$ cat config.mk
export PLATFORM = sky130hd
export DESIGN_NAME = msg_frame_pipe
export DESIGN_NICKNAME = d
export VERILOG_FILES = /design/src/rtl/mfp_pkg.sv /design/src/rtl/mfp_var_ram.sv /design/src/rtl/mfp_fifo.sv /design/src/rtl/mfp_create.sv /design/src/rtl/mfp_send.sv /design/src/rtl/msg_frame_pipe.sv
export SDC_FILE = /design/constraint.sdc
export NUM_CORES = 2
export LEC_CHECK = 0
export ABC_CLOCK_PERIOD_IN_PS = 7000
export BUFFER_PORTS_ARGS = -buffer_cell sky130_fd_sc_hd__buf_2
export CAP_MARGIN = 20
export CORE_MARGIN = 10
export CORE_UTILIZATION = 49
export CTS_CLUSTER_DIAMETER = 100
export DETAILED_ROUTE_END_ITERATION = 6
export GPL_TIMING_DRIVEN = 0
export PLACE_DENSITY = 0.69
export RECOVER_POWER = 100
export SYNTH_ARGS = -nofsm -noshare
export SYNTH_HDL_FRONTEND = slang
export SYNTH_HIERARCHICAL = 1
export SYNTH_SLANG_ARGS = --single-unit
$ cat constraint.sdc
create_clock -name clk -period 7 [get_ports clk]
set_input_delay 2.1 -clock clk [delete_from_list [all_inputs] [get_ports clk]]
set_output_delay 2.1 -clock clk [all_outputs]
set_load 0.03 [all_outputs]
$ cat src/rtl/mfp_pkg.sv
`timescale 1ns/1ps
package mfp_pkg;
   localparam int HDR_BYTES = 14;
   localparam int MIN_BODY  = 46;
   localparam int MAC_W     = 48;
   localparam int TYPE_W    = 16;
   localparam int HDR_W     = 2*MAC_W + TYPE_W;

   typedef enum logic [1:0] {C_IDLE, C_SETUP, C_COPY} cr_state_t;
   typedef enum logic [1:0] {S_IDLE, S_SETUP, S_HDR, S_BODY} sd_state_t;
endpackage

$ cat src/rtl/mfp_var_ram.sv
`timescale 1ns/1ps
module mfp_var_ram #(
   parameter int ADDR_W = 6,
   parameter int WORD_W = 32
) (
   input  logic              clk,
   input  logic              we,
   input  logic [ADDR_W-1:0] waddr,
   input  logic [WORD_W-1:0] wdata,
   input  logic [ADDR_W-1:0] raddr,
   output logic [WORD_W-1:0] rdata
);
   localparam int DEPTH = 1 << ADDR_W;

   logic [WORD_W-1:0] mem [0:DEPTH-1];

   always_ff @(posedge clk) begin
      if (we) mem[waddr] <= wdata;
      rdata <= mem[raddr];
   end
endmodule

$ cat src/rtl/mfp_fifo.sv
`timescale 1ns/1ps
module mfp_fifo #(
   parameter int WORD_W = 32,
   parameter int DEPTH  = 16
) (
   input  logic              clk,
   input  logic              rst_n,
   input  logic              flush,
   input  logic              push,
   input  logic [WORD_W-1:0] wdata,
   input  logic              pop,
   output logic [WORD_W-1:0] rdata,
   output logic              empty,
   output logic              full
);
   localparam int PW = (DEPTH > 1) ? $clog2(DEPTH) : 1;

   generate
      if ((1 << PW) != DEPTH) begin : g_bad_depth
         $error("mfp_fifo: DEPTH must be a power of two");
      end
   endgenerate

   logic [WORD_W-1:0] mem [0:DEPTH-1];
   logic [PW-1:0]     wp, rp;
   logic [PW:0]       cnt;
   logic              do_push, do_pop;

   assign do_push = push && !full;
   assign do_pop  = pop && !empty;
   assign empty   = (cnt == '0);
   assign full    = (cnt == (PW+1)'(DEPTH));
   assign rdata   = mem[rp];

   always_ff @(posedge clk) begin
      if (do_push) mem[wp] <= wdata;
   end

   always_ff @(posedge clk) begin
      if (!rst_n || flush) begin
         wp  <= '0;
         rp  <= '0;
         cnt <= '0;
      end else begin
         if (do_push) wp <= wp + 1'b1;
         if (do_pop)  rp <= rp + 1'b1;
         case ({do_push, do_pop})
            2'b10:   cnt <= cnt + 1'b1;
            2'b01:   cnt <= cnt - 1'b1;
            default: cnt <= cnt;
         endcase
      end
   end

   // one message at a time never exceeds the FIFO depth
   assert_no_overflow_R2: assert property (@(posedge clk) disable iff (!rst_n)
      !(push && full));
   // the reader never pops an empty FIFO, it flags underrun instead
   assert_no_empty_pop_R9: assert property (@(posedge clk) disable iff (!rst_n)
      pop |-> !empty);
endmodule

$ cat src/rtl/mfp_create.sv
`timescale 1ns/1ps
module mfp_create
   import mfp_pkg::*;
#(
   parameter int ADDR_W    = 6,
   parameter int WORD_W    = 32,
   parameter int MAX_WORDS = 16,
   parameter int CR_SETUP  = 8,
   parameter int LEN_W     = $clog2(MAX_WORDS+1)
) (
   input  logic              clk,
   input  logic              rst_n,
   input  logic              start,
   input  logic [ADDR_W-1:0] base,
   input  logic [LEN_W-1:0]  nwords,
   input  logic              release_msg,
   output logic [ADDR_W-1:0] ram_raddr,
   input  logic [WORD_W-1:0] ram_rdata,
   output logic              push,
   output logic [WORD_W-1:0] push_data,
   output logic              done,
   output logic              buf_full,
   output logic [LEN_W-1:0]  msg_words
);
   localparam int SW = $clog2(CR_SETUP+1);

   generate
      if (CR_SETUP < 1) begin : g_bad_setup
         $error("mfp_create: CR_SETUP must be at least 1");
      end
   endgenerate

   cr_state_t         st;
   logic [SW-1:0]     cnt;
   logic [LEN_W-1:0]  ic, wc;
   logic [ADDR_W-1:0] base_q;
   logic              rv;
   logic              accept;

   assign accept    = start && (st == C_IDLE) && !buf_full &&
                      (nwords != '0) && (nwords <= LEN_W'(MAX_WORDS));
   assign ram_raddr = base_q + ADDR_W'(ic);
   assign push      = rv;
   assign push_data = ram_rdata;

   always_ff @(posedge clk) begin
      if (!rst_n) begin
         st        <= C_IDLE;
         cnt       <= '0;
         ic        <= '0;
         wc        <= '0;
         base_q    <= '0;
         rv        <= 1'b0;
         done      <= 1'b0;
         buf_full  <= 1'b0;
         msg_words <= '0;
      end else begin
         done <= 1'b0;
         rv   <= 1'b0;
         if (release_msg) buf_full <= 1'b0;
         case (st)
            C_IDLE: begin
               if (accept) begin
                  st        <= C_SETUP;
                  cnt       <= '0;
                  ic        <= '0;
                  wc        <= '0;
                  base_q    <= base;
                  msg_words <= nwords;
                  buf_full  <= 1'b1;
               end
            end
            C_SETUP: begin
               if (cnt == SW'(CR_SETUP-1)) st <= C_COPY;
               else cnt <= cnt + 1'b1;
            end
            C_COPY: begin
               if (ic < msg_words) begin
                  ic <= ic + 1'b1;
                  rv <= 1'b1;
               end
               if (rv) begin
                  wc <= wc + 1'b1;
                  if (wc == msg_words - 1'b1) begin
                     done <= 1'b1;
                     st   <= C_IDLE;
                  end
               end
            end
            default: st <= C_IDLE;
         endcase
      end
   end

   // completion is a single-cycle pulse
   assert_done_pulse_R3: assert property (@(posedge clk) disable iff (!rst_n)
      done |=> !done);
endmodule

$ cat src/rtl/mfp_send.sv
`timescale 1ns/1ps
module mfp_send
   import mfp_pkg::*;
#(
   parameter int WORD_W    = 32,
   parameter int MAX_WORDS = 16,
   parameter int SD_SETUP  = 5,
   parameter bit MSB_FIRST = 1'b1,
   parameter int LEN_W     = $clog2(MAX_WORDS+1)
) (
   input  logic              clk,
   input  logic              rst_n,
   input  logic              start,
   input  logic              buf_full,
   input  logic [LEN_W-1:0]  msg_words,
   input  logic [MAC_W-1:0]  dst,
   input  logic [MAC_W-1:0]  src,
   input  logic [TYPE_W-1:0] etype,
   input  logic              fifo_empty,
   input  logic [WORD_W-1:0] fifo_rdata,
   output logic              fifo_pop,
   output logic              release_msg,
   output logic [7:0]        tx_data,
   output logic              tx_valid,
   output logic              tx_last,
   output logic              done,
   output logic              underrun
);
   localparam int LANES = WORD_W / 8;
   localparam int LNW   = (LANES > 1) ? $clog2(LANES) : 1;
   localparam int MAXB  = (LANES*MAX_WORDS > MIN_BODY) ? LANES*MAX_WORDS : MIN_BODY;
   localparam int BCW   = $clog2(MAXB+1);
   localparam int CMAX  = (SD_SETUP > HDR_BYTES) ? SD_SETUP : HDR_BYTES;
   localparam int CW    = $clog2(CMAX+1);

   generate
      if (WORD_W % 8 != 0 || LANES < 2 || (1 << LNW) != LANES) begin : g_bad_width
         $error("mfp_send: WORD_W must be a power-of-two number of bytes, at least two");
      end
      if (SD_SETUP < 1) begin : g_bad_setup
         $error("mfp_send: SD_SETUP must be at least 1");
      end
   endgenerate

   sd_state_t         st;
   logic [CW-1:0]     cnt;
   logic [BCW-1:0]    bc, pay_q, body_q, pay_w, body_w;
   logic [LNW-1:0]    lane;
   logic [HDR_W-1:0]  hdr_q;
   logic [WORD_W-1:0] word_q;
   logic [7:0]        hdr_byte, fifo_b0, q_byte, body_byte;
   logic              accept, in_pay, need_word, last_b;
   logic [BCW:0]      fcnt;

   assign accept    = start && (st == S_IDLE) && buf_full;
   assign pay_w     = BCW'(msg_words) * BCW'(LANES);
   assign body_w    = (pay_w < BCW'(MIN_BODY)) ? BCW'(MIN_BODY) : pay_w;
   assign in_pay    = bc < pay_q;
   assign need_word = (st == S_BODY) && in_pay && (lane == '0);
   assign fifo_pop  = need_word && !fifo_empty;
   assign last_b    = (st == S_BODY) && (bc == body_q - 1'b1);
   assign release_msg = last_b;
   assign hdr_byte  = 8'(hdr_q >> (8*(HDR_BYTES-1-int'(cnt))));

   generate
      if (MSB_FIRST) begin : g_msb
         assign fifo_b0 = fifo_rdata[WORD_W-1 -: 8];
         assign q_byte  = 8'(word_q >> (8*(LANES-1-int'(lane))));
      end else begin : g_lsb
         assign fifo_b0 = fifo_rdata[7:0];
         assign q_byte  = 8'(word_q >> (8*int'(lane)));
      end
   endgenerate

   always_comb begin
      if (!in_pay)          body_byte = 8'h00;
      else if (lane != '0)  body_byte = q_byte;
      else if (fifo_empty)  body_byte = 8'h00;
      else                  body_byte = fifo_b0;
   end

   always_ff @(posedge clk) begin
      if (!rst_n) begin
         st       <= S_IDLE;
         cnt      <= '0;
         bc       <= '0;
         lane     <= '0;
         pay_q    <= '0;
         body_q   <= '0;
         hdr_q    <= '0;
         word_q   <= '0;
         tx_data  <= '0;
         tx_valid <= 1'b0;
         tx_last  <= 1'b0;
         done     <= 1'b0;
         underrun <= 1'b0;
      end else begin
         tx_valid <= 1'b0;
         tx_last  <= 1'b0;
         tx_data  <= '0;
         done     <= 1'b0;
         case (st)
            S_IDLE: begin
               if (accept) begin
                  st     <= S_SETUP;
                  cnt    <= '0;
                  hdr_q  <= {dst, src, etype};
                  pay_q  <= pay_w;
                  body_q <= body_w;
               end
            end
            S_SETUP: begin
               if (cnt == CW'(SD_SETUP-1)) begin
                  st  <= S_HDR;
                  cnt <= '0;
               end else cnt <= cnt + 1'b1;
            end
            S_HDR: begin
               tx_valid <= 1'b1;
               tx_data  <= hdr_byte;
               if (cnt == CW'(HDR_BYTES-1)) begin
                  st   <= S_BODY;
                  bc   <= '0;
                  lane <= '0;
               end else cnt <= cnt + 1'b1;
            end
            S_BODY: begin
               tx_valid <= 1'b1;
               tx_data  <= body_byte;
               bc       <= bc + 1'b1;
               lane     <= lane + 1'b1;
               if (need_word) begin
                  if (fifo_empty) underrun <= 1'b1;
                  else            word_q   <= fifo_rdata;
               end
               if (last_b) begin
                  tx_last <= 1'b1;
                  done    <= 1'b1;
                  st      <= S_IDLE;
               end
            end
            default: st <= S_IDLE;
         endcase
      end
   end

   always_ff @(posedge clk) begin
      if (!rst_n)        fcnt <= '0;
      else if (tx_valid) fcnt <= tx_last ? '0 : fcnt + 1'b1;
   end

   // last byte only with valid, and never before the minimum length
   assert_last_valid_R5: assert property (@(posedge clk) disable iff (!rst_n)
      tx_last |-> tx_valid);
   assert_min_frame_R5: assert property (@(posedge clk) disable iff (!rst_n)
      (tx_valid && tx_last) |-> (int'(fcnt) >= HDR_BYTES + MIN_BODY - 1));
   // the first FIFO read waits until the header has been streamed
   assert_pop_after_hdr_R8: assert property (@(posedge clk) disable iff (!rst_n)
      fifo_pop |-> (tx_valid && int'(fcnt) >= HDR_BYTES - 1));
   // completion is a single-cycle pulse
   assert_done_pulse_R7: assert property (@(posedge clk) disable iff (!rst_n)
      done |=> !done);
   // the underrun flag never clears without reset
   assert_underrun_sticky_R9: assert property (@(posedge clk) disable iff (!rst_n)
      underrun |=> underrun);
endmodule

$ cat src/rtl/msg_frame_pipe.sv
`timescale 1ns/1ps
module msg_frame_pipe
   import mfp_pkg::*;
#(
   parameter int ADDR_W    = 6,
   parameter int WORD_W    = 32,
   parameter int MAX_WORDS = 16,
   parameter int CR_SETUP  = 8,
   parameter int SD_SETUP  = 5,
   parameter bit MSB_FIRST = 1'b1
) (
   input  logic                           clk,
   input  logic                           rst_n,
   input  logic                           ram_we,
   input  logic [ADDR_W-1:0]              ram_waddr,
   input  logic [WORD_W-1:0]              ram_wdata,
   input  logic                           create_start,
   input  logic [ADDR_W-1:0]              create_base,
   input  logic [$clog2(MAX_WORDS+1)-1:0] create_len,
   input  logic                           send_start,
   input  logic [47:0]                    dst_addr,
   input  logic [47:0]                    src_addr,
   input  logic [15:0]                    eth_type,
   output logic [7:0]                     tx_data,
   output logic                           tx_valid,
   output logic                           tx_last,
   output logic                           create_done,
   output logic                           send_done,
   output logic                           underrun
);
   localparam int LEN_W  = $clog2(MAX_WORDS+1);
   localparam int FDEPTH = 1 << $clog2(MAX_WORDS);

   generate
      if (MAX_WORDS < 1 || MAX_WORDS > (1 << ADDR_W)) begin : g_bad_len
         $error("msg_frame_pipe: MAX_WORDS must fit the variable memory");
      end
   endgenerate

   logic [ADDR_W-1:0] rd_addr;
   logic [WORD_W-1:0] rd_data, f_wdata, f_rdata;
   logic              f_push, f_pop, f_empty, f_full;
   logic              held, release_msg;
   logic [LEN_W-1:0]  held_words;

   mfp_var_ram #(.ADDR_W(ADDR_W), .WORD_W(WORD_W)) u_ram (
      .clk(clk), .we(ram_we), .waddr(ram_waddr), .wdata(ram_wdata),
      .raddr(rd_addr), .rdata(rd_data));

   mfp_create #(.ADDR_W(ADDR_W), .WORD_W(WORD_W), .MAX_WORDS(MAX_WORDS),
                .CR_SETUP(CR_SETUP), .LEN_W(LEN_W)) u_create (
      .clk(clk), .rst_n(rst_n), .start(create_start), .base(create_base),
      .nwords(create_len), .release_msg(release_msg), .ram_raddr(rd_addr),
      .ram_rdata(rd_data), .push(f_push), .push_data(f_wdata),
      .done(create_done), .buf_full(held), .msg_words(held_words));

   mfp_fifo #(.WORD_W(WORD_W), .DEPTH(FDEPTH)) u_fifo (
      .clk(clk), .rst_n(rst_n), .flush(release_msg), .push(f_push),
      .wdata(f_wdata), .pop(f_pop), .rdata(f_rdata), .empty(f_empty),
      .full(f_full));

   mfp_send #(.WORD_W(WORD_W), .MAX_WORDS(MAX_WORDS), .SD_SETUP(SD_SETUP),
              .MSB_FIRST(MSB_FIRST), .LEN_W(LEN_W)) u_send (
      .clk(clk), .rst_n(rst_n), .start(send_start), .buf_full(held),
      .msg_words(held_words), .dst(dst_addr), .src(src_addr),
      .etype(eth_type), .fifo_empty(f_empty), .fifo_rdata(f_rdata),
      .fifo_pop(f_pop), .release_msg(release_msg), .tx_data(tx_data),
      .tx_valid(tx_valid), .tx_last(tx_last), .done(send_done),
      .underrun(underrun));
endmodule

# Word level (Yosys, flattened, before mapping)
# Memory sizes are Yosys's and may differ from the RTL's. A register that Yosys moved wholly into a read port is not among the register bits.
# Cells that the tools add are included.
word_totals:
  memories: 2
  ff_bits: 225
  word_cells: 160
  ram_bits: 2560
  inputBits: 166
  output_inout_bits: 13
op_classes:
  bitwise_logic: 1
  add_sub_neg: 15
  n_lt_le_gt_ge: 4
  n_eq_ne: 24
  muxes: 45
  reduce_logical: 43
  shift: 2
memory_table:
  columns: ["memory", "words", "word_bits", "rd", "rd_ports_with_merged_regs", "write_ports", "line", "source"]
  rows:
  - ["u_ram.mem", 64, 32, 1, 1, 1, "mfp_var_ram.sv:15", "logic [WORD_W-1:0] mem [0:DEPTH-1];"]
  - ["u_fifo.mem", 16, 32, 1, 1, 1, "mfp_fifo.sv:24", "logic [WORD_W-1:0] mem [0:DEPTH-1];"]
op_table:
  columns: ["operator", "count"]
  rows:
  - ["$shr 112x32->8", 1]
  - ["$shr 32x32->8", 1]
  - ["$pmux 5 s2", 3]
  - ["$mux 4", 7]
  - ["$mux 8", 3]
  - ["$reduce_and 3->1", 7]
  - ["$mux 2", 9]
  - ["$add 4x1->4 const B", 4]
  - ["$ne 2x1->1 const B", 8]
  - ["$pmux 8 s2", 1]
  - ["$add 5x1->5 const B", 3]
  - ["$mux 5", 3]
  - ["$mux 7", 2]
  - ["$pmux 7 s2", 1]
  - ["$logic_and 1x1->1", 12]
  - ["$pmux 4 s3", 1]
  - ["$mux 1", 11]
  - ["$reduce_and 2->1", 5]
  - ["$reduce_bool 2->1", 5]
  - ["$sub 5x1->5 const B", 2]
  - ["$eq 2x2->1 const B", 4]
  - ["$eq 4x3->1 const B", 2]
  - ["$pmux 2 s4", 1]
  - ["$pmux 4 s2", 1]
  - ["27 further kinds", 37]

# Logic depth before layout (Yosys ltp)
depth:
  word_depth: 7
  ltp_mapped: 17

# Modules after synthesis
# Netlist, hierarchy kept.
modules_own_cells:
  columns: ["module", "seq_area_each_um2", "area_per_inst_um2", "n_inst", "cells_each"]
  rows:
  - ["mfp_var_ram", 62139.6, 78515.3, 1, 3324]
  - ["mfp_fifo", 15715.1, 20110.5, 1, 910]
  - ["mfp_send", 3623.5, 8159.1, 1, 938]
  - ["mfp_create", 600.6, 2064.5, 1, 244]

# Worst setup path before layout
# OpenSTA, ideal clock, no wires.
synth_path:
  path_kind: "input -> register"
  startpoint: "input ram_waddr[3]"
  endpoint: "memory u_ram.mem[48][0] (enable)"
  path_buffers: 1
  t_arrival_ps: 4799
  path_slack_ps: 1740
  stages: 4
  required_ps: 6539
  path_cell_list: "clkbuf_1 -> nor2b_1 -> nand4b_1 -> nor3_1"
synth_lines:
  columns: ["item", "line", "source"]
  rows:
  - ["from (decl)", "msg_frame_pipe.sv:15", "input logic [ADDR_W-1:0] ram_waddr,"]
  - ["to (decl)", "mfp_var_ram.sv:15", null]
# Straight into the memory's write port.

# Worst setup path after layout
layout_path:
  startpoint: "register u_create.ic[0]"
  endpoint: "register u_ram.rdata[12], read port of u_ram.mem"
layout_between:
  elab_chain_len: 1
layout_lines:
  columns: ["item", "line", "source"]
  rows:
  - ["from (decl)", "mfp_create.sv:35", "logic [LEN_W-1:0] ic, wc;"]
  - ["from (signal assigned)", "mfp_create.sv:79", "ic <= ic + 1'b1;"]
  - ["$add 6x5->6", "mfp_create.sv:42", "assign ram_raddr = base_q + ADDR_W'(ic);"]
  - ["via rd_addr[2]", "msg_frame_pipe.sv:40", "logic [ADDR_W-1:0] rd_addr;"]
  - ["to (decl)", "mfp_var_ram.sv:11", "output logic [WORD_W-1:0] rdata"]
# The timed path passes the listed nets, and every way through them passes these cells.
# A chain may end at the register's enable or synchronous reset.

==> impl_metrics.yaml <==
setup_path:
  crit_chain: "ha_1, inv_1, fa_1, xnor2_1, clkbuf_1, clkbuf_1, buf_2, clkbuf_1, mux4_2, o22ai_1, nor2_1, a21oi_1, nor2_1"
  cpPeakStageDelay_ns: 0.93
  reg2reg_from: "u_create/ic[0]"
  path_class: "register to register"
  required_ns: 7.73
  cp_max_fo: 10
  path_buf_inv: 5
  cp_top_family: "buffers and inverters"
  slowest_stage: "clkbuf_1"
  worst_ep_arrival_time_ns: 7.21
  crit_path_frequent_cell: "clkbuf_1"
  start_kind: "register"
  end_kind: "register"
  crit_path_start: "u_create/ic[0]"
floorplanning:
  fp.coreArea_um2: 220000
  floorplan.die_area_um2: 241000
  pin_count: 179
  die_h_um: 491
  die_w_um: 491
  rows: 172
  start_util_pct: 49.4
clock_tree:
  postCtsHoldBufs: 0
  cts_resized: 0
  cts_buffers: 288
  cts_tree: "built"
  cts-root-buf: "clkbuf_16"
  clk_pin_slew_worst_paths_ns: 0.06
  cts_sinks: 2820
  post-cts-setup-buffers: 0
  htree_levels: 5
  cts_buffer_depth: 4
  insertion_delay_ns: 0.93
worst_hold_path:
  min-delay-start: "u_send/hdr_q[59]"
  min_path_type: "register to register"
pwr:
  pwr_density_cell_nw_per_um2: 288
  net-switching-power_mw: 7.62
  combPwrFrac_pct: 5.7
  p_leak_nw: 37.5
  seqPwrFrac_pct: 53.3
  p_sw_share_pct: 21.6
  clkPwrFrac_pct: 41.1
  peakVddDrop_mv: 0.261
  p_int_mw: 27.7
place:
  gp_congestion: 0.876
  dp_hpwl_um: 205000
  portBuffers: 173
  place_ws_ns: 1.33
final_layout:
  area_growth_pct: 12.7
  fill_cells: 16500
  nNetsFinal: 6250
  drive_above_1_share_pct: 21.6
  final_common_cell: "edfxtp_1"
  final_cell_mix: "edfxtp_1 (2560), mux4_2 (694), clkbuf_1 (476)"
  finalCoreUtilization_pct: 55.6
yosys:
  netlist_instances: 5415
  syn_avg_cell_area_um2: 20.1
  synth-warning-count: 6
  syn_nets: 5619
  syn_area_um2: 109000
sta:
  period_needed_ns: 6.48
  setup_tns_ns: 0
  hold_violations: 0
  fin_crit_sh_pct: 92.6
  setup_viol: 0
  holdWs_ns: 0.451
  maxSlewViolCount: 3415
  rsz0062_at_grt: "false"
  worst_pin_slew_ns: 2.78
  fmax_ghz: 0.154
  relSlewSlack_pct: -86.0
  setup_slack_ns: 0.521
  fin_worst_skew_ns: 0.0459
detailed_routing:
  vias: 58900
  ant_nets: 0
  routed_wl_um: 313000
  avgViaCountPerCell: 6.39
  remaining_drc_errors: 0
  drtIter0Drc: 7706
  wl_per_cell_um: 34.0
  first_pass_iters: 6
global_route:
  grt_pass1_vias: 58600
  grt_first_pass_wirelength_um: 438000
  gr-total-overflow: 0
  grt_max_degree: 65
  antenna_found_initial: 18
  grt_use_total_pct: 25.3
status:
  status: "finished, violations left"
  violations: "capacitance limit, slew limit"
run:
  drv_cap: 148
-- routing by layer --
layer / track usage, % / wire [µm] / vias up / share of wire, %
li1: - / - / 23400 / -
met1: 31.8 / 108000 / 30700 / 34
met2: 41.7 / 152000 / 3844 / 48
met3: 6.14 / 35400 / 914 / 11
met4: 11.8 / 18200 / 16 / 5.8
met5: 0 / 122 / - / 0.039
-- worst min-delay path, cell delays in order, from the launching register on --
cell	delay (ns)
dfxtp_1	0.30
nand2_1	0.05
a21oi_1	0.05
-- path summary, 6_finish.rpt --
| check | to | slack [ns] | cells past startpoint |
|---|---|---|---|
| worst min-delay path | u_send/hdr_q[59] | 0.45 | 2 |
| worst max-delay path | u_ram/rdata[12] | 0.52 | 13 |
| worst max register to register | u_ram/rdata[12] | 0.52 | 13 |
| worst min register to register | u_send/hdr_q[59] | 0.45 | 2 |
-- power groups by stage --
stage                     clock (mW)  combinational, mW  sequential [mW]
after floorplan                    0               1.05             19.1
after global placement             0               1.89             19.1
after detailed placement           0               2.01             19.1
after CTS                       14.6               2.02             18.8
after global routing            15.3               2.08             18.8
final                           14.5               1.99             18.8
-- state kept, by name, indices dropped and copies added, names as in the netlist, 6 cells and up, named ones only --
register / count
u_ram/mem: 2048
u_fifo/mem: 512
u_send/hdr_q: 112
u_ram/rdata: 32
u_send/word_q: 32
u_send/tx_data: 8
u_send/bc: 7
u_create/base_q: 6
u_send/body_q: 6
-- cell type report --
class | instances | area [µm²] | area share, %
buffer | 338 | 1560 | 1.27
clock inverter | 108 | 892 | 0.727
antenna | 4 | 10.0 | 0.00816
multi-input combinational | 2216 | 24800 | 20.2
inverter | 41 | 156 | 0.128
tap | 2958 | 3700 | 3.02
timing repair buffer | 341 | 1620 | 1.32
clock buffer | 380 | 7820 | 6.38
sequential | 2820 | 82100 | 66.9
-- metrics by stage --
stage | total power, mW | std cells | area, µm²
final | 35.3 | 9206 | 123000
after global routing | 36.2 | 9203 | 123000
after CTS | 35.4 | 9175 | 126000
after detailed placement | 21.1 | 8687 | 117000
after global placement | 21.0 | 8546 | 113000
after floorplan | 20.1 | 5415 | 109000
Note: power is estimated with default switching activity, not from simulation.
